[config.mk]
export PLATFORM = sky130hd
export DESIGN_NAME = req_tracker
export DESIGN_NICKNAME = d
export VERILOG_FILES = /design/src/rtl/rt_pkg.sv /design/src/rtl/rt_tick.sv /design/src/rtl/rt_pick.sv /design/src/rtl/rt_pool.sv /design/src/rtl/req_tracker.sv
export SDC_FILE = /design/constraint.sdc
export NUM_CORES = 2
export LEC_CHECK = 0
export BUFFER_PORTS_ARGS = -buffer_cell sky130_fd_sc_hd__buf_2
export CORE_MARGIN = 4
export CORE_UTILIZATION = 40
export DETAILED_ROUTE_END_ITERATION = 16
export GPL_ROUTABILITY_DRIVEN = 0
export GPL_TIMING_DRIVEN = 1
export PLACE_DENSITY = 0.67
export SLEW_MARGIN = 20
export SYNTH_ARGS = -nofsm -noshare
export SYNTH_HDL_FRONTEND = slang
export SYNTH_SLANG_ARGS = --single-unit
[constraint.sdc]
create_clock -name clk -period 4.3 [get_ports clk]
set_input_delay 0.86 -clock clk [delete_from_list [all_inputs] [get_ports clk]]
set_output_delay 0.86 -clock clk [all_outputs]
set_load 0.02 [all_outputs]
[src/rtl/rt_pkg.sv]
`timescale 1ns/1ps
package rt_pkg;
  typedef enum logic [1:0] {
    K_READ         = 2'd0,
    K_WRITE_ACK    = 2'd1,
    K_WRITE_POST   = 2'd2,
    K_WRITE_STREAM = 2'd3
  } kind_e;

  typedef enum logic [1:0] {
    S_DONE  = 2'd0,
    S_RETRY = 2'd1,
    S_ERROR = 2'd2,
    S_FAULT = 2'd3
  } status_e;

  // Only reads and acknowledged writes occupy a tag.
  function automatic logic is_tracked(input logic [1:0] kind);
    return (kind == K_READ) || (kind == K_WRITE_ACK);
  endfunction

  function automatic logic is_failure(input logic [1:0] status);
    return status[1];
  endfunction
endpackage

[src/rtl/rt_tick.sv]
`timescale 1ns/1ps
module rt_tick #(
  parameter int CNT_W = 16
) (
  input  logic             clk,
  input  logic             rst_n,
  output logic [CNT_W-1:0] now
);
  always_ff @(posedge clk or negedge rst_n) begin
    if (!rst_n) now <= '0;
    else        now <= now + 1'b1;
  end
endmodule

[src/rtl/rt_pick.sv]
`timescale 1ns/1ps
module rt_pick #(
  parameter int N  = 14,
  parameter int IW = $clog2(N)
) (
  input  logic [N-1:0]  req,
  output logic          any,
  output logic [IW-1:0] idx
);
  always_comb begin
    any = 1'b0;
    idx = '0;
    for (int i = N - 1; i >= 0; i--) begin
      if (req[i]) begin
        any = 1'b1;
        idx = IW'(i);
      end
    end
  end
endmodule

[src/rtl/rt_pool.sv]
`timescale 1ns/1ps
module rt_pool #(
  parameter int SLOTS = 14,
  parameter int IDX_W = $clog2(SLOTS),
  parameter int CNT_W = 16,
  parameter int REF_W = 8
) (
  input  logic             clk,
  input  logic             rst_n,
  input  logic [CNT_W-1:0] now,
  input  logic [CNT_W-1:0] tmo,
  input  logic             alloc_en,
  input  logic [REF_W-1:0] alloc_ref,
  output logic             free_ok,
  output logic [IDX_W-1:0] free_idx,
  input  logic             rsp_en,
  input  logic [IDX_W-1:0] rsp_idx,
  input  logic             rsp_retry,
  output logic             rsp_known,
  output logic [REF_W-1:0] rsp_ref,
  output logic             to_fire,
  output logic [IDX_W-1:0] to_idx,
  output logic [REF_W-1:0] to_ref
);
  // Deadline arithmetic: modular sum, so a wrapped counter still meets it.
  function automatic logic [CNT_W-1:0] deadline_of(input logic [CNT_W-1:0] base,
                                                   input logic [CNT_W-1:0] span);
    return base + span;
  endfunction

  logic [SLOTS-1:0] busy_q;
  logic [SLOTS-1:0] due_hit;
  logic [SLOTS-1:0] late_now;
  logic [SLOTS-1:0] alloc_vec;
  logic [SLOTS-1:0] hit_vec;
  logic [SLOTS-1:0] close_vec;
  logic [SLOTS-1:0] renew_vec;
  logic [REF_W-1:0] ref_arr [SLOTS];
  logic             late_any;

  rt_pick #(.N(SLOTS), .IW(IDX_W)) u_free (
    .req (~busy_q),
    .any (free_ok),
    .idx (free_idx)
  );

  rt_pick #(.N(SLOTS), .IW(IDX_W)) u_late (
    .req (late_now),
    .any (late_any),
    .idx (to_idx)
  );

  assign rsp_known = rsp_en && busy_q[rsp_idx];
  assign rsp_ref   = ref_arr[rsp_idx];
  // A response to this pool owns the result port; the due entry waits.
  assign to_fire   = late_any && !rsp_known;
  assign to_ref    = ref_arr[to_idx];

  for (genvar g = 0; g < SLOTS; g++) begin : g_slot
    logic             busy_r;
    logic             late_r;
    logic [CNT_W-1:0] due_r;
    logic [REF_W-1:0] ref_r;

    assign busy_q[g]    = busy_r;
    assign ref_arr[g]   = ref_r;
    assign due_hit[g]   = busy_r && (due_r == now);
    assign late_now[g]  = busy_r && (late_r || due_hit[g]);
    assign alloc_vec[g] = alloc_en && free_ok && (free_idx == IDX_W'(g));
    assign hit_vec[g]   = rsp_known && (rsp_idx == IDX_W'(g));
    assign close_vec[g] = (hit_vec[g] && !rsp_retry) ||
                          (to_fire && (to_idx == IDX_W'(g)));
    assign renew_vec[g] = hit_vec[g] && rsp_retry;

    always_ff @(posedge clk or negedge rst_n) begin
      if (!rst_n) begin
        busy_r <= 1'b0;
        late_r <= 1'b0;
        due_r  <= '0;
        ref_r  <= '0;
      end else if (alloc_vec[g]) begin
        busy_r <= 1'b1;
        late_r <= 1'b0;
        due_r  <= deadline_of(now, tmo);
        ref_r  <= alloc_ref;
      end else if (close_vec[g]) begin
        busy_r <= 1'b0;
        late_r <= 1'b0;
      end else if (renew_vec[g]) begin
        late_r <= 1'b0;
        due_r  <= deadline_of(now, tmo);
      end else if (late_now[g]) begin
        late_r <= 1'b1;
      end
    end

    AST_CLOSE_ONLY_LIVE: assert property (@(posedge clk) disable iff (!rst_n)
      close_vec[g] |-> busy_r);
    AST_DUE_NOT_LOST: assert property (@(posedge clk) disable iff (!rst_n)
      (due_hit[g] && !close_vec[g] && !renew_vec[g]) |=> (busy_r && late_r));
  end

  AST_NO_OVERFLOW: assert property (@(posedge clk) disable iff (!rst_n)
    alloc_en |-> free_ok);
endmodule

[src/rtl/req_tracker.sv]
`timescale 1ns/1ps
module req_tracker
  import rt_pkg::*;
#(
  parameter int RD_SLOTS = 14,
  parameter int WR_SLOTS = 12,
  parameter int CNT_W    = 16,
  parameter int REF_W    = 8,
  parameter int DATA_W   = 32,
  parameter int TAG_W    = $clog2(RD_SLOTS + WR_SLOTS)
) (
  input  logic              clk,
  input  logic              rst_n,
  input  logic [CNT_W-1:0]  tmo_cfg,
  input  logic              iss_valid,
  input  logic [1:0]        iss_kind,
  input  logic [REF_W-1:0]  iss_ref,
  output logic              iss_stall,
  output logic [TAG_W-1:0]  iss_tag,
  input  logic              rsp_valid,
  input  logic [TAG_W-1:0]  rsp_tag,
  input  logic [1:0]        rsp_status,
  input  logic [DATA_W-1:0] rsp_data,
  output logic              rd_done,
  output logic              rd_err,
  output logic [DATA_W-1:0] rd_data,
  output logic [REF_W-1:0]  rd_ref,
  output logic              wr_done,
  output logic              wr_err,
  output logic [REF_W-1:0]  wr_ref,
  output logic              resend,
  output logic [TAG_W-1:0]  resend_tag,
  output logic [REF_W-1:0]  resend_ref,
  output logic              rsp_unexp
);
  localparam int TOTAL = RD_SLOTS + WR_SLOTS;
  localparam int RD_IW = $clog2(RD_SLOTS);
  localparam int WR_IW = $clog2(WR_SLOTS);
  localparam logic [TAG_W-1:0] WR_BASE = TAG_W'(RD_SLOTS);
  localparam logic [TAG_W-1:0] TAG_END = TAG_W'(TOTAL);

  logic [CNT_W-1:0] now;
  logic             want_rd, want_wr;
  logic             rd_free_ok, wr_free_ok;
  logic [RD_IW-1:0] rd_free_idx, rd_rsp_idx, rd_to_idx;
  logic [WR_IW-1:0] wr_free_idx, wr_rsp_idx, wr_to_idx;
  logic             rd_alloc, wr_alloc;
  logic             rsp_to_rd, rsp_to_wr, rsp_retry;
  logic             rd_known, wr_known, any_known;
  logic [REF_W-1:0] rd_rsp_ref, wr_rsp_ref, rd_to_ref, wr_to_ref;
  logic             rd_to_fire, wr_to_fire;

  rt_tick #(.CNT_W(CNT_W)) u_tick (
    .clk   (clk),
    .rst_n (rst_n),
    .now   (now)
  );

  // Issue side: pool selection and hold-off.
  assign want_rd   = iss_valid && (iss_kind == K_READ);
  assign want_wr   = iss_valid && (iss_kind == K_WRITE_ACK);
  assign iss_stall = (want_rd && !rd_free_ok) || (want_wr && !wr_free_ok);
  assign rd_alloc  = want_rd && rd_free_ok;
  assign wr_alloc  = want_wr && wr_free_ok;

  always_comb begin
    if (iss_kind == K_READ)           iss_tag = TAG_W'(rd_free_idx);
    else if (iss_kind == K_WRITE_ACK) iss_tag = WR_BASE + TAG_W'(wr_free_idx);
    else                              iss_tag = '0;
  end

  // Response side: split the tag space between the pools.
  assign rsp_to_rd  = rsp_valid && (rsp_tag < WR_BASE);
  assign rsp_to_wr  = rsp_valid && (rsp_tag >= WR_BASE) && (rsp_tag < TAG_END);
  assign rd_rsp_idx = RD_IW'(rsp_tag);
  assign wr_rsp_idx = WR_IW'(rsp_tag - WR_BASE);
  assign rsp_retry  = (rsp_status == S_RETRY);
  assign any_known  = rd_known || wr_known;

  rt_pool #(.SLOTS(RD_SLOTS), .IDX_W(RD_IW), .CNT_W(CNT_W), .REF_W(REF_W)) u_rd_pool (
    .clk       (clk),
    .rst_n     (rst_n),
    .now       (now),
    .tmo       (tmo_cfg),
    .alloc_en  (rd_alloc),
    .alloc_ref (iss_ref),
    .free_ok   (rd_free_ok),
    .free_idx  (rd_free_idx),
    .rsp_en    (rsp_to_rd),
    .rsp_idx   (rd_rsp_idx),
    .rsp_retry (rsp_retry),
    .rsp_known (rd_known),
    .rsp_ref   (rd_rsp_ref),
    .to_fire   (rd_to_fire),
    .to_idx    (rd_to_idx),
    .to_ref    (rd_to_ref)
  );

  rt_pool #(.SLOTS(WR_SLOTS), .IDX_W(WR_IW), .CNT_W(CNT_W), .REF_W(REF_W)) u_wr_pool (
    .clk       (clk),
    .rst_n     (rst_n),
    .now       (now),
    .tmo       (tmo_cfg),
    .alloc_en  (wr_alloc),
    .alloc_ref (iss_ref),
    .free_ok   (wr_free_ok),
    .free_idx  (wr_free_idx),
    .rsp_en    (rsp_to_wr),
    .rsp_idx   (wr_rsp_idx),
    .rsp_retry (rsp_retry),
    .rsp_known (wr_known),
    .rsp_ref   (wr_rsp_ref),
    .to_fire   (wr_to_fire),
    .to_idx    (wr_to_idx),
    .to_ref    (wr_to_ref)
  );

  // Result registers: every outcome is a one-cycle pulse.
  always_ff @(posedge clk or negedge rst_n) begin
    if (!rst_n) begin
      rd_done    <= 1'b0;
      rd_err     <= 1'b0;
      rd_data    <= '0;
      rd_ref     <= '0;
      wr_done    <= 1'b0;
      wr_err     <= 1'b0;
      wr_ref     <= '0;
      resend     <= 1'b0;
      resend_tag <= '0;
      resend_ref <= '0;
      rsp_unexp  <= 1'b0;
    end else begin
      rd_done    <= rd_known && (rsp_status == S_DONE);
      rd_err     <= (rd_known && is_failure(rsp_status)) || rd_to_fire;
      rd_data    <= (rd_known && (rsp_status == S_DONE)) ? rsp_data : '0;
      rd_ref     <= rd_known ? rd_rsp_ref : (rd_to_fire ? rd_to_ref : '0);
      wr_done    <= wr_known && (rsp_status == S_DONE);
      wr_err     <= (wr_known && is_failure(rsp_status)) || wr_to_fire;
      wr_ref     <= wr_known ? wr_rsp_ref : (wr_to_fire ? wr_to_ref : '0);
      resend     <= any_known && rsp_retry;
      resend_tag <= (any_known && rsp_retry) ? rsp_tag : '0;
      resend_ref <= (any_known && rsp_retry) ? (rd_known ? rd_rsp_ref : wr_rsp_ref) : '0;
      rsp_unexp  <= rsp_valid && !any_known;
    end
  end

  AST_POSTED_NEVER_STALLS: assert property (@(posedge clk) disable iff (!rst_n)
    (iss_valid && !is_tracked(iss_kind)) |-> !iss_stall);
  AST_RD_SINGLE_OUTCOME: assert property (@(posedge clk) disable iff (!rst_n)
    !(rd_done && rd_err));
  AST_RESEND_NEEDS_RETRY: assert property (@(posedge clk) disable iff (!rst_n)
    resend |-> $past(rsp_valid && (rsp_status == S_RETRY)));
  AST_WR_SINGLE_OUTCOME: assert property (@(posedge clk) disable iff (!rst_n)
    !(wr_done && wr_err));
  AST_UNEXP_ALONE: assert property (@(posedge clk) disable iff (!rst_n)
    rsp_unexp |-> ($past(rsp_valid) && !rd_done && !wr_done && !resend));
  AST_TAG_IN_POOL: assert property (@(posedge clk) disable iff (!rst_n)
    (want_rd && !iss_stall) |-> (iss_tag < WR_BASE));
endmodule

Yosys cells after proc, flatten, opt, wreduce, memory -nomap -nowiden:

Cells that the tools add are included.

* logic and storage cells: 1002
* register bits after elaboration: 759
* bits of input ports: 69

* muxes and demuxes: 364
* magnitude comparators: 9
* equal/unequal tests: 126
* reductions and logical operators: 377
* bitwise operators: 6
* $add $sub $neg: 4

Operators with widths (count)
* 2-to-1 mux 16 bit: 78
* equality test 16 bit: 26
* 2-to-1 mux 1 bit: 210
* 2-to-1 mux 4 bit: 52
* logical AND 1 bit: 203
* binary-select mux 8 bit (select 4 bit): 4
* equality test 4 bit, second input constant: 30
* 2-to-1 mux 8 bit: 14
* nonzero test 2 bit: 52
* nonzero test 4 bit: 26
* equality test 4 x 3 -> 1 bit, second input constant: 24
* logical OR 1 bit: 56
* inequality test 2 x 1 -> 1 bit, second input constant: 26
* AND reduction 2 bit: 26
* equality test 4 x 2 -> 1 bit, second input constant: 12
* 2-to-1 mux 32 bit: 1
* equality test 4 x 1 -> 1 bit, second input constant: 6
* zero test 4 bit: 6
* >= comparator 5 bit, second input constant: 4
* NOT 4 -> 5 bit: 4
* adder 16 x 1 -> 16 bit, second input constant: 1
* adder 16 bit: 1
* 2-to-1 mux 5 bit: 3
* NOT 14 bit: 1
* 11 further kinds: 20

Logic depth before layout (Yosys ltp):

* depth after elaboration: 24
* depth in mapped cells: 17
* gate-level depth less buffers: 14

Hierarchy:

From an unflattened synthesis, not the netlist that was laid out.

* cells, all modules: 3748
* area total of the unflattened synthesis: 40131.0 um^2

Modules (own cells, without submodules)
* rt_pool (u_rd_pool): seq. area each 9108.7 um^2, cells an instance 1799, area each 19353.6 um^2, instances 1
* rt_pool (u_wr_pool): seq. area each 7807.5 um^2, cells an instance 1605, area each 16925.0 um^2, instances 1
* req_tracker: seq. area each 1676.6 um^2, cells an instance 190, area each 2543.7 um^2, instances 1
* rt_tick: seq. area each 400.4 um^2, cells an instance 58, area each 713.2 um^2, instances 1
* rt_pick (u_rd_pool.u_free ...): seq. area each 0.0 um^2, cells an instance 26, area each 168.9 um^2, instances 2
* rt_pick (u_wr_pool.u_free ...): seq. area each 0.0 um^2, cells an instance 22, area each 128.9 um^2, instances 2

Worst setup path before layout:

No wires, ideal clock.

* path kind: input-to-reg
* from: in tmo_cfg[0]
* to: reg u_rd_pool.g_slot[10].due_r[14]
* stages: 15
* data arrival time: 3.495 ns
* required time: 4.166 ns
* path slack: 0.670 ns
* cell sequence: ha_1 > inv_1 > fa_1 > inv_1 > a21oi_1 > o21ai_1 > a21oi_1 > o21ai_1 > a21o_1 > a21o_1 > a311o_1 > a31oi_1 > xor2_1 > clkbuf_1 > o21ai_0

* cells in the longest elaborated chain, start to end: 4

RTL lines
* from (decl): RTL line req_tracker.sv:14 `input logic [CNT_W-1:0] tmo_cfg,`
* adder 16 bit (*): RTL line rt_pool.sv:28 `return base + span;`
* 2-to-1 mux 16 bit: RTL line rt_pool.sv:89 `end else if (renew_vec[g]) begin`
* 2-to-1 mux 16 bit: RTL line rt_pool.sv:86 `end else if (close_vec[g]) begin`
* 2-to-1 mux 16 bit (*): RTL line rt_pool.sv:81 `end else if (alloc_vec[g]) begin`
* to (signal assigned): RTL line rt_pool.sv:84 `due_r <= deadline_of(now, tmo);`
* to (signal assigned): RTL line rt_pool.sv:91 `due_r <= deadline_of(now, tmo);`
* to (decl): RTL line rt_pool.sv:62 `logic [CNT_W-1:0] due_r;`

Mark *: on every way between the ends. The rest lies on a longest branch, timed or not. The select of a mux whose other input is x is not followed.
A chain may end at the register's enable or synchronous reset.

Worst setup path after layout:

* from: reg u_tick.now[2]
* to: reg rd_ref[0]

* cells in the longest elaborated chain, start to end: 24
* elaborated cells between the ends (all ways): 91
* those cells by class: 14 x eq/ne; 33 x mux; 1 x bitwise; 43 x reduce/logical

RTL lines
* from (decl): RTL line rt_tick.sv:7 `output logic [CNT_W-1:0] now`
* from (signal assigned): RTL line rt_tick.sv:11 `else now <= now + 1'b1;`
* equality test 16 bit: RTL line rt_pool.sv:67 `assign due_hit[g] = busy_r && (due_r == now);`
* logical AND 1 bit: RTL line rt_pool.sv:67
* logical OR 1 bit: RTL line rt_pool.sv:68 `assign late_now[g] = busy_r && (late_r || due_hit[g]);`
* logical AND 1 bit: RTL line rt_pool.sv:68
* 2-to-1 mux 4 bit (14 in series): RTL line rt_pick.sv:14 `if (req[i]) begin`
* NOT 4 -> 5 bit (not written as such): RTL line rt_pool.sv:57 `assign to_ref = ref_arr[to_idx];`
* binary-select mux 8 bit (select 4 bit): RTL line rt_pool.sv:57
* 2-to-1 mux 8 bit (not written as such) (2 in series): RTL line rt_pool.sv:57
* 2-to-1 mux 8 bit (*) (2 in series): RTL line req_tracker.sv:136 `rd_ref <= rd_known ? rd_rsp_ref : (rd_to_fire ? rd_to_ref : '0);`
* to (signal assigned): RTL line req_tracker.sv:136
* to (decl): RTL line req_tracker.sv:27 `output logic [REF_W-1:0] rd_ref,`

Marked as above.

==> impl_results.md <==
- Tot GR Track Use: 22.5%
- Synth cell types: 92
- Die Ht: 318 um
- Antenna violations before repair: 4
- Warnings from Yosys: 0
- Avg Inst Size Synth: 10.8 um2
- Tot Pwr: 23.0 mW
- Die ar.: 101,000 um2
- Largest net degree at the start of global routing: 118
- Critical path launch point type: flip-flop
- Layout net count: 3,837
- Initial Util: 40.4%
- Fin. max-slew vios: 0
- Drc violations: 0
- Layout area overhead: 15.7%
- Fmax: 244 MHz
- Multi-input logic area: 18,100 um2
- IO Pins: 142
- Peak supply drop: 318 uV
- FP Rows: 113
- Root buf cell: clkbuf_16
- Synthesized Nets: 3,658
- H-tree Lvls: 3
- Synth Cell Area: 38,400 um2
- N_diodes: 0
- # fillers: 8,650
- Iter 0 DRT Violations: 2,659
- Worst EP arrival: 4670 ps
- ANT nets after route: 0
- Max-Cap Viols: 0
- Grt ovf: 0
- RSZ-0062 raised after global routing: no
- Layout cells sized above 1: 24.1%
- Post-synthesis cell count: 3,569
- Clock Skew: 55.9 ps
- First-pass GRT wire length: 177,000 um
- Final Hold Viols: 0
- Final setup fails: 0
- Register area: 19,000 um2
- Least-Margin Pin Slew: 1020 ps
- Worst-path clk slew: 60 ps
- Buffers on Ports: 141
- PnR worst setup slack: 200 ps
- Die width: 318 um
- Area of the core: 95,200 um2
- Clock Latency Late Sink: 680 ps
- Final period util: 95.3%
- Status: complete, no violations
- Max Buffers Root-to-Sink: 3
- Main synth FF type: dfrtp_1
- CTS Sinks: 759
- Fin util: 46.7%
- Seq/Total Area, Yosys: 49.4%
- CTS tree: yes
- Power Dens Cells: 518 nW/um2
- EDFF count, synth: 0
- Slew HR: 31.7%
- Leakage: 19.9 nW
- DPL Wire Length: 77,300 um
- Post-CTS Repair Setup Buffers: 0
- DR WL/cell: 22.8 um
- Via count: 28,600
- Vias in the first global route: 28,600
- Worst Setup Path Type: reg2reg
- CTS Buf Count: 85
- CP Data Required Time: 4870 ps
- Yosys reg bits: 759
- Hold slack: 140 ps
- Asr flop ratio synth: 100%
- CP Max Fanout: 18
- Drt total wl: 116,000 um
- Critical path capture point type: flip-flop
- First-pass iteration count of the detailed router: 7
- Vias/cell: 5.62
- Crit path time final: 4100 ps
- Hold WC Path Type: in2async
- Final TNS setup: 0 ps
- Pre-CTS setup slack: 300 ps
-- sequential cells by signal, summed over array words and instances, names as in the netlist, 5 cells and up --
signal,cells
u_rd_pool.g_slot.due_r,224
rd_ref,8
u_rd_pool.g_slot.busy_r,14
u_tick.now,16
u_rd_pool.g_slot.ref_r,112
u_wr_pool.g_slot.ref_r,96
rd_data,32
u_wr_pool.g_slot.busy_r,12
resend_ref,8
u_wr_pool.g_slot.late_r,12
u_rd_pool.g_slot.late_r,14
u_wr_pool.g_slot.due_r,192
resend_tag,5
wr_ref,8
-- cells in the final DEF (no fill, tap or decap), types with 9 or more instances in the layout --
cell type    n
a21o_1       9
a21oi_1     78
a22oi_1     10
and2_1      58
and3_1      10
buf_12      28
buf_2      139
buf_4      179
bufinv_16    9
clkbuf_1    22
clkbuf_16   85
clkbuf_8    18
dfrtp_1    743
dfrtp_2     15
ha_1        19
inv_1       53
mux2_2     290
mux2i_1     68
mux4_2      54
nand2_1    512
nand2b_1     9
nand3_1     32
nand4_1    100
nor2_1      94
nor3_1      20
nor4_1      40
o211ai_1    13
o21a_1      16
o21ai_0    385
o21bai_1    11
o221ai_1    11
o22ai_1     22
or2_2        9
or3_1        9
xnor2_1    388
xor2_1      57
-- cell type report --
cell class	count	area share, %
inverter	57	0.481
tap	1265	3.56
clock inverter	32	1.16
sequential	759	42.8
multi-input combinational	2498	40.6
timing repair buffer	347	5.88
clock buffer	125	5.52
-- report_power, final --
part	switching [mW]	internal, mW
clock	3.14	4.55
combinational	3.19	2.66
sequential	1.04	8.45
total	7.37	15.7
-- Yosys cell counts, types with 54 or more instances --
master | n | area share [%]
dfrtp_1 | 759 | 49
nand2_1 | 512 | 5.0
xnor2_1 | 396 | 9.0
o21ai_0 | 385 | 5.0
mux2_2 | 290 | 8.5
clkbuf_1 | 165 | 1.6
nand4_1 | 100 | 1.6
nor2_1 | 94 | 0.92
a21oi_1 | 84 | 1.1
mux2i_1 | 68 | 1.8
xor2_1 | 63 | 1.4
and2_1 | 58 | 0.94
mux4_2 | 54 | 3.2
-- what timing repair did --
| item | in CTS | in global routing |
|---|---|---|
| endpoints found under the hold margin | 0 | 0 |
| hold buffers | 0 | 0 |
| endpoints found under the setup margin | 0 | 1 |
| gates resized for setup | 0 | 1 |
-- layer usage --
layer,global-route usage [%],part of all wire [%]
met5,0,0
met4,8.49,4.1
met1,30.1,41
met2,36.5,47
met3,4.41,8.0
-- metrics by stage --
stage               instances  instance area, um2
global placement         4926               41500
detailed placement       4926               41500
global route             5083               44500
floorplan                3569               38400
finish                   5083               44500
CTS                      5083               44500
-- path summary, 6_finish.rpt --
check / startpoint / to / slack, ps / cells after the start
setup / recovery: u_tick.now[2]$_DFF_PN0_ / rd_ref[0]$_DFF_PN0_ / 200 / 14
hold / removal: rst_n / u_wr_pool.g_slot[1].due_r[9]$_DFFE_PN0P_ / 140 / 1
max in group asynchronous: rst_n / u_rd_pool.g_slot[4].ref_r[7]$_DFFE_PN0P_ / 3010 / 2
setup reg to reg: u_tick.now[2]$_DFF_PN0_ / rd_ref[0]$_DFF_PN0_ / 200 / 14
hold reg to reg: u_wr_pool.g_slot[3].due_r[4]$_DFFE_PN0P_ / u_wr_pool.g_slot[3].due_r[4]$_DFFE_PN0P_ / 500 / 2
min in group clk: rsp_data[2] / rd_data[2]$_DFF_PN0_ / 410 / 2
-- cells by family after synthesis --
logic type                 count (synthesis)  share of synthesized area, %
and+or+nand+nor                          933                          11.3
DFF                                      759                          49.4
AOI/OAI and AO/OA                        674                          10.7
xor gates and xnor gates                 459                          10.5
muxes                                    412                          13.4
buffers and inverters                    312                          4.08
adders and majority gates                 20                         0.670
-- critical path: stages (launching register included) --
cell and delay (ps):
dfrtp_2 560, buf_4 260, xor2_1 170, nor4_1 380
a41oi_1 300, o221ai_1 380, a311oi_2 180, o221ai_4 190
buf_4 340, nand2_1 120, a21boi_2 230, buf_12 190
a221oi_1 90, o41ai_1 390, buf_4 190
(Power assumes the default switching activity.)
